### src/rtl/fq_pkg.sv
package fq_pkg;
    typedef enum logic [1:0] {
        FQ_IDLE = 2'd0,
        FQ_REQ  = 2'd1,
        FQ_RECV = 2'd2
    } fq_state_e;

    localparam int ST_LG_DONE = 0;
    localparam int ST_SM_DONE = 1;
    localparam int ST_LG_ERR  = 2;
    localparam int ST_SM_ERR  = 3;
    localparam int ST_W       = 4;
endpackage

### src/rtl/ring_span.sv
module ring_span #(
    parameter int ADDR_W = 12
) (
    input  logic              clk,
    input  logic              rst_n,
    input  logic [ADDR_W-1:0] base,
    input  logic [ADDR_W-1:0] last,
    input  logic [ADDR_W-1:0] host_wr,
    input  logic              adv,
    input  logic [ADDR_W-1:0] adv_len,
    output logic [ADDR_W-1:0] rd,
    output logic [ADDR_W-1:0] avail,
    output logic [ADDR_W-1:0] to_end
);
    logic [ADDR_W-1:0] size;
    logic [ADDR_W-1:0] burst_end;

    assign size      = last - base + 1'b1;
    assign avail     = (host_wr >= rd) ? (host_wr - rd) : (size - (rd - host_wr));
    assign to_end    = last - rd + 1'b1;
    assign burst_end = rd + adv_len - 1'b1;

    always_ff @(posedge clk) begin
        if (!rst_n) begin
            rd <= base;
        end else if (adv) begin
            rd <= (burst_end == last) ? base : (rd + adv_len);
        end
    end

    // the read pointer never leaves its ring
    assert_ptr_in_ring_R5: assert property (@(posedge clk) disable iff (!rst_n)
        (rd >= base) && (rd <= last));
endmodule

### src/rtl/desc_split_fifo.sv
module desc_split_fifo #(
    parameter int DEPTH = 16,
    parameter int DW    = 64
) (
    input  logic                               clk,
    input  logic                               rst_n,
    input  logic                               dual,
    input  logic                               wr_en,
    input  logic                               wr_sel,
    input  logic [DW-1:0]                      wr_data,
    input  logic [1:0]                         pop,
    output logic [1:0][DW-1:0]                 head_data,
    output logic [1:0][$clog2(DEPTH+1)-1:0]    count
);
    localparam int HALF = DEPTH / 2;
    localparam int IW   = $clog2(DEPTH);
    localparam int CW   = $clog2(DEPTH + 1);

    logic [DW-1:0]         mem [DEPTH];
    logic [1:0][CW-1:0]    cap;
    logic [1:0][IW-1:0]    base_slot;
    logic [1:0][IW-1:0]    wr_slot;
    logic [1:0][IW-1:0]    rd_slot;

    assign cap[0]       = dual ? CW'(HALF) : CW'(DEPTH);
    assign cap[1]       = dual ? CW'(HALF) : CW'(0);
    assign base_slot[0] = IW'(0);
    assign base_slot[1] = IW'(HALF);

    for (genvar q = 0; q < 2; q++) begin : g_q
        logic [IW-1:0] head_r;
        logic [CW-1:0] cnt_r;
        logic [CW:0]   tail_sum;
        logic          push, take;

        assign push     = wr_en && (wr_sel == q[0]);
        assign take     = pop[q] && (cnt_r != '0);
        assign tail_sum = (CW+1)'(head_r) + (CW+1)'(cnt_r);
        assign wr_slot[q] = base_slot[q] + ((tail_sum >= (CW+1)'(cap[q]))
                            ? IW'(tail_sum - (CW+1)'(cap[q])) : IW'(tail_sum));
        assign rd_slot[q] = base_slot[q] + head_r;
        assign count[q]   = cnt_r;
        assign head_data[q] = mem[rd_slot[q]];

        always_ff @(posedge clk) begin
            if (!rst_n) begin
                head_r <= '0;
                cnt_r  <= '0;
            end else begin
                if (take) begin
                    head_r <= (head_r == IW'(cap[q] - 1'b1)) ? '0 : head_r + 1'b1;
                end
                cnt_r <= cnt_r + CW'(push) - CW'(take);
            end
        end

        // a beat is never written into a full store
        assert_no_overflow_R9: assert property (@(posedge clk) disable iff (!rst_n)
            push |-> (cnt_r < cap[q]));
        // popping an empty store leaves it empty
        assert_empty_pop_R10: assert property (@(posedge clk) disable iff (!rst_n)
            (pop[q] && cnt_r == '0 && !push) |=> (cnt_r == '0));
    end

    always_ff @(posedge clk) begin
        if (wr_en) begin
            mem[wr_slot[wr_sel]] <= wr_data;
        end
    end

    // the small half stays unused in single mode
    assert_single_no_small_R1: assert property (@(posedge clk) disable iff (!rst_n)
        !dual |-> (count[1] == '0));
endmodule

### src/rtl/desc_prefetch_engine.sv
module desc_prefetch_engine
    import fq_pkg::*;
#(
    parameter int ADDR_W     = 12,
    parameter int DESC_W     = 64,
    parameter int FIFO_DEPTH = 16,
    parameter int WM_DUAL    = 2,
    parameter int WM_SINGLE  = 4
) (
    input  logic                              clk,
    input  logic                              rst_n,
    input  logic                              prefetch_en,
    input  logic [ADDR_W-1:0]                 lg_ring_base,
    input  logic [ADDR_W-1:0]                 lg_ring_last,
    input  logic [ADDR_W-1:0]                 sm_ring_base,
    input  logic [ADDR_W-1:0]                 ring_last,
    input  logic [ADDR_W-1:0]                 lg_host_wr,
    input  logic [ADDR_W-1:0]                 sm_host_wr,
    output logic [ADDR_W-1:0]                 lg_rd_ptr,
    output logic [ADDR_W-1:0]                 sm_rd_ptr,
    output logic                              rd_req_valid,
    input  logic                              rd_req_ready,
    output logic [ADDR_W-1:0]                 rd_req_addr,
    output logic [$clog2(FIFO_DEPTH+1)-1:0]   rd_req_len,
    output logic                              rd_req_small,
    input  logic                              rsp_valid,
    input  logic [DESC_W-1:0]                 rsp_data,
    input  logic                              lg_pop,
    output logic                              lg_head_valid,
    output logic [DESC_W-1:0]                 lg_head_data,
    input  logic                              sm_pop,
    output logic                              sm_head_valid,
    output logic [DESC_W-1:0]                 sm_head_data,
    output logic [3:0]                        status,
    input  logic [3:0]                        status_clr,
    input  logic [3:0]                        irq_mask,
    output logic                              irq
);
    localparam int CW   = $clog2(FIFO_DEPTH + 1);
    localparam int HALF = FIFO_DEPTH / 2;
    localparam logic [CW-1:0] WM_D = CW'(WM_DUAL);
    localparam logic [CW-1:0] WM_S = CW'(WM_SINGLE);

    fq_state_e state, state_nx;

    logic                     dual;
    logic [1:0][ADDR_W-1:0]   r_base, r_last, r_wr, r_rd, r_avail, r_to_end, need_w, pick_w;
    logic [1:0][CW-1:0]       cap, fcnt, len_pick;
    logic [1:0][DESC_W-1:0]   fhead;
    logic [1:0]               trig, go, adv;
    logic                     pick_small;
    logic                     launch, accept, beat, finish;
    logic                     bl_small;
    logic [ADDR_W-1:0]        bl_addr;
    logic [CW-1:0]            bl_len, left;
    logic [ST_W-1:0]          set_vec;

    assign dual      = (sm_ring_base != ring_last);
    assign r_base[0] = lg_ring_base;
    assign r_base[1] = sm_ring_base;
    assign r_last[0] = lg_ring_last;
    assign r_last[1] = ring_last;
    assign r_wr[0]   = lg_host_wr;
    assign r_wr[1]   = sm_host_wr;
    assign cap[0]    = dual ? CW'(HALF) : CW'(FIFO_DEPTH);
    assign cap[1]    = dual ? CW'(HALF) : CW'(0);

    for (genvar q = 0; q < 2; q++) begin : g_ring
        ring_span #(.ADDR_W(ADDR_W)) u_ring (
            .clk     (clk),
            .rst_n   (rst_n),
            .base    (r_base[q]),
            .last    (r_last[q]),
            .host_wr (r_wr[q]),
            .adv     (adv[q]),
            .adv_len (ADDR_W'(bl_len)),
            .rd      (r_rd[q]),
            .avail   (r_avail[q]),
            .to_end  (r_to_end[q])
        );
        assign adv[q] = finish && (bl_small == q[0]);
    end

    desc_split_fifo #(.DEPTH(FIFO_DEPTH), .DW(DESC_W)) u_store (
        .clk       (clk),
        .rst_n     (rst_n),
        .dual      (dual),
        .wr_en     (beat),
        .wr_sel    (bl_small),
        .wr_data   (rsp_data),
        .pop       ({sm_pop, lg_pop}),
        .head_data (fhead),
        .count     (fcnt)
    );

    // Burst sizing: free room, posted descriptors, distance to ring end
    always_comb begin
        for (int q = 0; q < 2; q++) begin
            need_w[q] = ADDR_W'(cap[q] - fcnt[q]);
            pick_w[q] = need_w[q];
            if (r_avail[q] < pick_w[q])  pick_w[q] = r_avail[q];
            if (r_to_end[q] < pick_w[q]) pick_w[q] = r_to_end[q];
            len_pick[q] = CW'(pick_w[q]);
        end
    end

    assign trig[0]    = prefetch_en && (fcnt[0] <= (dual ? WM_D : WM_S));
    assign trig[1]    = prefetch_en && dual && (fcnt[1] <= WM_D);
    assign go[0]      = trig[0] && (r_avail[0] != '0);
    assign go[1]      = trig[1] && (r_avail[1] != '0);
    assign pick_small = !go[0] && go[1];

    // State register
    always_ff @(posedge clk) begin
        if (!rst_n) state <= FQ_IDLE;
        else        state <= state_nx;
    end

    // Next state and transition strobes
    always_comb begin
        state_nx = state;
        launch   = 1'b0;
        accept   = 1'b0;
        beat     = 1'b0;
        finish   = 1'b0;
        unique case (state)
            FQ_IDLE: if (go[0] || go[1]) begin
                state_nx = FQ_REQ;
                launch   = 1'b1;
            end
            FQ_REQ: if (rd_req_ready) begin
                state_nx = FQ_RECV;
                accept   = 1'b1;
            end
            FQ_RECV: if (rsp_valid) begin
                beat = 1'b1;
                if (left == CW'(1)) begin
                    finish   = 1'b1;
                    state_nx = FQ_IDLE;
                end
            end
            default: state_nx = FQ_IDLE;
        endcase
    end

    // Burst bookkeeping
    always_ff @(posedge clk) begin
        if (!rst_n) begin
            bl_small <= 1'b0;
            bl_addr  <= '0;
            bl_len   <= '0;
            left     <= '0;
        end else begin
            if (launch) begin
                bl_small <= pick_small;
                bl_addr  <= r_rd[pick_small];
                bl_len   <= len_pick[pick_small];
            end
            if (accept)    left <= bl_len;
            else if (beat) left <= left - 1'b1;
        end
    end

    // Status flags: sticky, write-1 clear, set wins
    always_comb begin
        set_vec             = '0;
        set_vec[ST_LG_ERR]  = (state == FQ_IDLE) && trig[0] && (r_avail[0] == '0);
        set_vec[ST_SM_ERR]  = (state == FQ_IDLE) && trig[1] && (r_avail[1] == '0);
        set_vec[ST_LG_DONE] = finish && !bl_small;
        set_vec[ST_SM_DONE] = finish && bl_small;
    end

    always_ff @(posedge clk) begin
        if (!rst_n) status <= '0;
        else        status <= (status & ~status_clr) | set_vec;
    end

    // Outputs
    always_comb begin
        rd_req_valid  = (state == FQ_REQ);
        rd_req_addr   = bl_addr;
        rd_req_len    = bl_len;
        rd_req_small  = bl_small;
        lg_rd_ptr     = r_rd[0];
        sm_rd_ptr     = r_rd[1];
        lg_head_valid = (fcnt[0] != '0);
        sm_head_valid = (fcnt[1] != '0);
        lg_head_data  = fhead[0];
        sm_head_data  = fhead[1];
        irq           = |(status & irq_mask);
    end

    // a request never asks for zero or for more than the host posted
    assert_len_clipped_R3: assert property (@(posedge clk) disable iff (!rst_n)
        rd_req_valid |-> (rd_req_len != '0) && (ADDR_W'(rd_req_len) <= r_avail[rd_req_small]));
    // request is held stable until accepted
    assert_req_hold_R11: assert property (@(posedge clk) disable iff (!rst_n)
        (rd_req_valid && !rd_req_ready) |=> rd_req_valid && $stable(rd_req_addr)
            && $stable(rd_req_len) && $stable(rd_req_small));
    // raising an error flag leaves the read pointer in place
    assert_err_no_move_R4: assert property (@(posedge clk) disable iff (!rst_n)
        $rose(status[ST_LG_ERR]) |-> $stable(lg_rd_ptr));
    // a flag only falls when it was written with 1
    assert_sticky_R6: assert property (@(posedge clk) disable iff (!rst_n)
        ((~status & $past(status) & ~$past(status_clr)) == 4'b0));
    // small bursts only exist in dual mode
    assert_small_dual_R8: assert property (@(posedge clk) disable iff (!rst_n)
        (rd_req_valid && rd_req_small) |-> dual);
endmodule

### config.mk
export PLATFORM = sky130hd
export DESIGN_NAME = desc_prefetch_engine
export DESIGN_NICKNAME = d
export VERILOG_FILES = /design/src/rtl/fq_pkg.sv /design/src/rtl/ring_span.sv /design/src/rtl/desc_split_fifo.sv /design/src/rtl/desc_prefetch_engine.sv
export SDC_FILE = /design/constraint.sdc
export NUM_CORES = 2
export LEC_CHECK = 0
export BUFFER_PORTS_ARGS = -buffer_cell sky130_fd_sc_hd__buf_2
export CAP_MARGIN = 25
export CORE_ASPECT_RATIO = 1.1
export CORE_MARGIN = 1.5
export CORE_UTILIZATION = 40
export DETAILED_ROUTE_END_ITERATION = 6
export PLACE_DENSITY = 0.66
export SYNTH_ARGS = -nofsm -noshare
export SYNTH_HDL_FRONTEND = slang
export SYNTH_SLANG_ARGS = --single-unit
### constraint.sdc
create_clock -name clk -period 9.3 [get_ports clk]
set_clock_uncertainty 0.2 [all_clocks]
set_input_delay 1.86 -clock clk [delete_from_list [all_inputs] [get_ports clk]]
set_output_delay 1.86 -clock clk [all_outputs]
set_load 0.01 [all_outputs]
# == Word level (Yosys, flattened, before mapping) ==
# Memory sizes are Yosys's and may differ from the RTL's. A register that Yosys moved wholly into a read port is not among the register bits.
# Cells that the tools add are included.
# op_classes
n_addsub,35
order_cmp,12
n_eq_ne,14
mux,45
bitwise,5
n_reduce_logical,30
# ops
operator,count
12-bit two-way mux,12
12-bit subtractor,10
12-bit by 1-bit adder with 12-bit output (second input constant),4
12-bit less-than comparator,4
4-bit two-way mux,9
5-bit two-way mux,7
12-bit by 5-bit adder with 12-bit output,2
12-bit == test,2
12-bit greater-or-equal comparator,2
12-bit zero test,2
12-bit nonzero test,2
12-bit by 1-bit subtractor with 12-bit output (second input constant),2
1-bit logical AND,17
4-bit by 5-bit adder with 6-bit output,2
12-bit inequality test,1
5-bit by 5-bit subtractor with 6-bit output,2
1-bit two-way mux,11
5-bit by 1-bit adder with 5-bit output,2
5-bit nonzero test,2
5-bit by 1-bit subtractor with 5-bit output,2
4-bit by 1-bit adder with 4-bit output (second input constant),2
4-bit adder (first input constant),2
4-bit bitwise AND,2
4-bit == test,2
25 further kinds,36
# totals
reg_bits,71
ram_bits,1024
inputBits,151
output_inout_bits,178
wordCells,154
mem_count,1
# memory_table
memory,depth,word_bits,rd,rd_clocked_by_memory_dff,wr,line_no,source
u_store.mem,16,64,2,1,1,desc_split_fifo.sv:19,logic [DW-1:0] mem [DEPTH];

# == Longest topological paths before layout ==
# depth
depth_word,10
ltp_mapped,35

# == Modules after synthesis ==
# From an unflattened synthesis, not the netlist that was laid out.
# hier_totals
cells_unflattened,3268
hier_area_um2,58252.1
# by_module_without_submodules
module,n_inst,cells_per_inst,area_per_inst_um2,seq_area_each_um2
desc_split_fifo,1,2019,47712.0,31189.9
ring_span (g_ring[0].u_ring),1,413,3619.7,360.3
ring_span (g_ring[1].u_ring),1,413,3617.2,360.3
desc_prefetch_engine,1,423,3303.2,580.6

# == Worst setup path before layout ==
# OpenSTA, ideal clock, no wires.
# synth_path
path_type,input to register
start,input port sm_ring_base[0]
end,"register bl_len[2], in the netlist rd_req_len[2]"
setup_time_ns,0.071
arrival_ns,8.547
setup_slack_ns,0.482
stages,32
path_buffers,1
cell_sequence,ha_1 fa_1 fa_1 inv_1 fa_1 a21o_1 nand4_1 a21oi_1 o32ai_1 mux2i_1 a21o_1 ha_1 nand3_1 a221o_1 a211oi_1 o311ai_0 nand2_1 a32o_1 buf_1 nand2_1 o21ai_0 ha_1 a21o_1 a21o_1 a21o_1 a21oi_1 o21ai_0 or3_1 o41a_1 and2_4 a2111o_1 a21oi_1
# synth_between
elab_chain_cells,10
elab_cells_between_ends,32
classes_between,add/sub (5); order compare (5); eq/ne (1); mux (12); reduce/logical (9)
# synth_rtl
element,line_no,source
from (decl),desc_prefetch_engine.sv:15,"input logic [ADDR_W-1:0] sm_ring_base,"
12-bit subtractor,ring_span.sv:18,assign size = last - base + 1'b1;
12-bit by 1-bit adder with 12-bit output,ring_span.sv:18,
12-bit subtractor,ring_span.sv:19,assign avail = (host_wr >= rd) ? (host_wr - rd) : (size - (rd - host_wr));
12-bit two-way mux,ring_span.sv:19,
12-bit less-than comparator,desc_prefetch_engine.sv:101,if (r_avail[q] < pick_w[q]) pick_w[q] = r_avail[q];
12-bit two-way mux,desc_prefetch_engine.sv:101,
12-bit less-than comparator,desc_prefetch_engine.sv:102,if (r_to_end[q] < pick_w[q]) pick_w[q] = r_to_end[q];
5-bit two-way mux,desc_prefetch_engine.sv:102,
5-bit two-way mux (not written as such) (2 in a row),desc_prefetch_engine.sv:157,bl_len <= len_pick[pick_small];
to (signal assigned),desc_prefetch_engine.sv:157,
to (decl),desc_prefetch_engine.sv:55,"logic [CW-1:0] bl_len, left;"
# Several ways; a longest one is shown, not always the timed one. The select of a mux whose other input is x is not followed.
# A chain may end at the register's enable or synchronous reset.

# == Final worst setup path ==
# Same ends and word-level chain as after synthesis.

==> results.json <==
{
  "grt_overflow": 0,
  "htreeDepth": 3,
  "netlist_top_cells_count": "1,048 x edfxtp_1, 640 x mux4_2, 184 x ha_1",
  "synth_fp_nets": 3662,
  "num_rows": 146,
  "combPwrFrac": 0.430,
  "post_cts_buffers": 0,
  "worstSetupStartpointType": "input pin",
  "clk_pin_slew_ns": 0.06,
  "finalCritPeriodShare": 0.910,
  "ff_latch_area_sq_mm": 0.0325,
  "die_x_um": 366,
  "grt_pass1_vias": 34586,
  "period_needed_ns": 8.47,
  "yosys.area.top_type": "edfxtp_1",
  "grt_max_degree": 156,
  "power_density_mw_per_mm2": 275,
  "worstHoldPathType": "reg2reg",
  "cp_max_fo": 5,
  "routed_via_density": 5.99,
  "antenna_found_initial": 24,
  "irDropWorstVdd_uv": 189,
  "cts_tree": "done",
  "finalMaxSlewViolations": 0,
  "status": "completed",
  "r2r_cells": 33,
  "synth-edff-count": 1048,
  "switching_share": 0.349,
  "postLayoutCoreUtil": 0.458,
  "r2r_end": "rd_req_len[0]$_SDFFE_PN0P_",
  "p_sw_mw": 6.32,
  "dr.pass1.iters": 5,
  "root_buffer": "clkbuf_16",
  "p_int_mw": 11.8,
  "wl_per_cell_um": 27.8,
  "place_area_sq_mm": 0.0621,
  "rrSetupSlack_ns": 1.40,
  "syn_area_sq_mm": 0.0579,
  "setup_viol": 0,
  "clk_latency_ns": 0.73,
  "gp_congestion": 0.907,
  "num_vias": 33829,
  "port_buffers": 328,
  "grt_pass1_wl_um": 230000,
  "multi_input_area_sq_mm": 0.0243,
  "yosys_warnings": 0,
  "dieHeight_um": 402,
  "die_area_sq_mm": 0.147,
  "clockBufferDepth": 3,
  "fp.coreArea_sq_mm": 0.144,
  "pwr-share-clk": 0.247,
  "yosysUniqueCellTypes": 92,
  "max_clock_freq_mhz": 118,
  "layout.nets": 4000,
  "synth-seq-area-share": 0.561,
  "cts-hold-fix-buffers": 0,
  "holdPathEnd": "left[4]$_SDFFE_PN0P_",
  "tightest_slew_ns": 1.19,
  "drive_gt1_frac": 0.339,
  "netlist.area_leader.share": 0.543,
  "drt_wl_total_um": 157000,
  "hold_viol": 0,
  "synthCells": 3273,
  "avgSynthCellArea_sq_um": 17.7,
  "ant_nets": 0,
  "worstHoldPathCells": 2,
  "cpMostUsedCell": "a21o_1",
  "critPathMaxStageDelay_ns": 0.50,
  "max-slew-margin-rel": 0.203,
  "cp.required_ns": 9.75,
  "drt_iter0_drc": 3277,
  "cp.arrival_ns": 8.92,
  "io_pins": 329,
  "ys.flop_type": "edfxtp_1",
  "hpwl_um": 92300,
  "fillerInstances": 12248,
  "synth-seq-cells": 1099,
  "grt.total_usage": 0.212,
  "drc": 0,
  "worst_setup_path_end_kind": "register",
  "max-cap-violations": 0,
  "leakage_nw": 21.6,
  "r2r_start": "g_ring[0].u_ring.rd[5]$_DFFE_PP_",
  "critPathSlowestCell": "fa_1",
  "rsz0062_at_grt": "false",
  "cts.sinks": 1099,
  "synth_async_sr_flop_share": 0,
  "area_delta_synth_final_pct": 13.7,
  "cts_buffers": 114,
  "design_area_sq_mm": 0.0658,
  "initial_core_util": 0.403,
  "ctsResizeCount": 0,
  "setup-tns-final_ns": 0,
  "seqPwrFrac": 0.323,
  "hp-start": "left[4]$_SDFFE_PN0P_",
  "synth_area_leaders": "edfxtp_1 54%, mux4_2 25%, ha_1 4.0%",
  "synthMostInstantiatedCell": "edfxtp_1",
  "critPathKind": "in2reg"
}
area by class of cell:
class / count / share of cell area
flip-flops and latches: 1099 / 0.494
multi-input cells: 1856 / 0.369
clock buffers: 138 / 0.0455
well taps: 1924 / 0.0366
repair buffers: 394 / 0.0358
clock inverters: 77 / 0.0101
inverters: 146 / 0.00834
diodes: 9 / 0.000342
cell families (layout without fill, tap and decap cells):
kind of cell,after synthesis,count (layout),share of synthesized area
AO/OA/AOI/OAI,347,347,0.0397
adder cells (fa/ha/maj),238,238,0.0584
buffers and inverters,318,755,0.0212
multiplexers,716,716,0.262
AND/OR/NAND/NOR,421,421,0.0368
flip-flops,1099,1099,0.561
XOR/XNOR,134,134,0.0203
other,0,9,0
layout by cell type, fill, tap and decap left out, types with 17 or more instances in the layout:
cell type  instances
a21o_1            29
a21oi_1          106
a31oi_1           22
buf_12            17
buf_2            328
buf_4             48
clkbuf_1          20
clkbuf_16        115
clkinv_1          28
clkinv_2          31
dfxtp_1           43
edfxtp_1        1048
fa_1              54
ha_1             184
inv_1            143
mux2i_1           55
mux4_2           640
nand2_1           72
nand3_1           31
nand4_1           23
nor2_1           106
nor2b_1           22
nor3_1            42
o21ai_0           53
or3_1             17
xnor2_1           87
xor2_1            47
how the worst max path moves through the flow:
stage | depth (start not counted) | to | startpoint
floorplan | 32 | rd_req_len[2]$_SDFFE_PN0P_ | sm_ring_base[0]
global placement | 32 | rd_req_len[2]$_SDFFE_PN0P_ | sm_ring_base[0]
detailed placement | 32 | rd_req_len[2]$_SDFFE_PN0P_ | sm_ring_base[0]
CTS | 32 | rd_req_len[2]$_SDFFE_PN0P_ | sm_ring_base[0]
global route | 34 | rd_req_len[0]$_SDFFE_PN0P_ | lg_ring_base[0]
finish | 32 | rd_req_len[2]$_SDFFE_PN0P_ | sm_ring_base[0]
registers in the layout, indices dropped and copies added (netlist names), named ones only:
signal / flops
g_ring.u_ring.rd: 24
rd_req_small: 1
state: 2
left: 5
u_store.g_q.head_r: 8
rd_req_addr: 12
rd_req_len: 5
u_store.g_q.cnt_r: 10
status: 4
u_store.mem: 1024
worst max-delay path, delay by kind of cell:
family / cells / cell delay [ns]
fa+ha+maj: 6 / 2.06
mux: 1 / 0.15
buf+inv: 2 / 0.20
simple gates: 6 / 1.04
compound gates: 17 / 3.60
routing by layer:
metal	up-vias	track usage	part of all wire
met3	278	0.0445	0.081
met1	17738	0.282	0.40
met4	32	0.0662	0.028
met2	1434	0.349	0.49
li1	14347	-	-
met5	-	0	0.0013
power groups by stage:
stage	sequential (mW)	combinational [mW]	clock, mW
floorplan	5.80	5.83	0
global placement	5.96	7.76	0
detailed placement	5.97	7.78	0
CTS	5.86	7.83	4.55
global route	5.89	8.50	4.73
finish	5.86	7.78	4.47
per-stage QoR:
stage	hold slack, ns	instances	power [mW]	setup slack [ns]
floorplan	0.251	3273	11.6	0.482
global placement	0.264	5415	13.7	0.221
detailed placement	0.272	5417	13.7	0.123
CTS	0.280	5632	18.2	0.917
global route	0.306	5635	19.1	0.422
finish	0.278	5643	18.1	0.834
(Power assumes the default switching activity.)
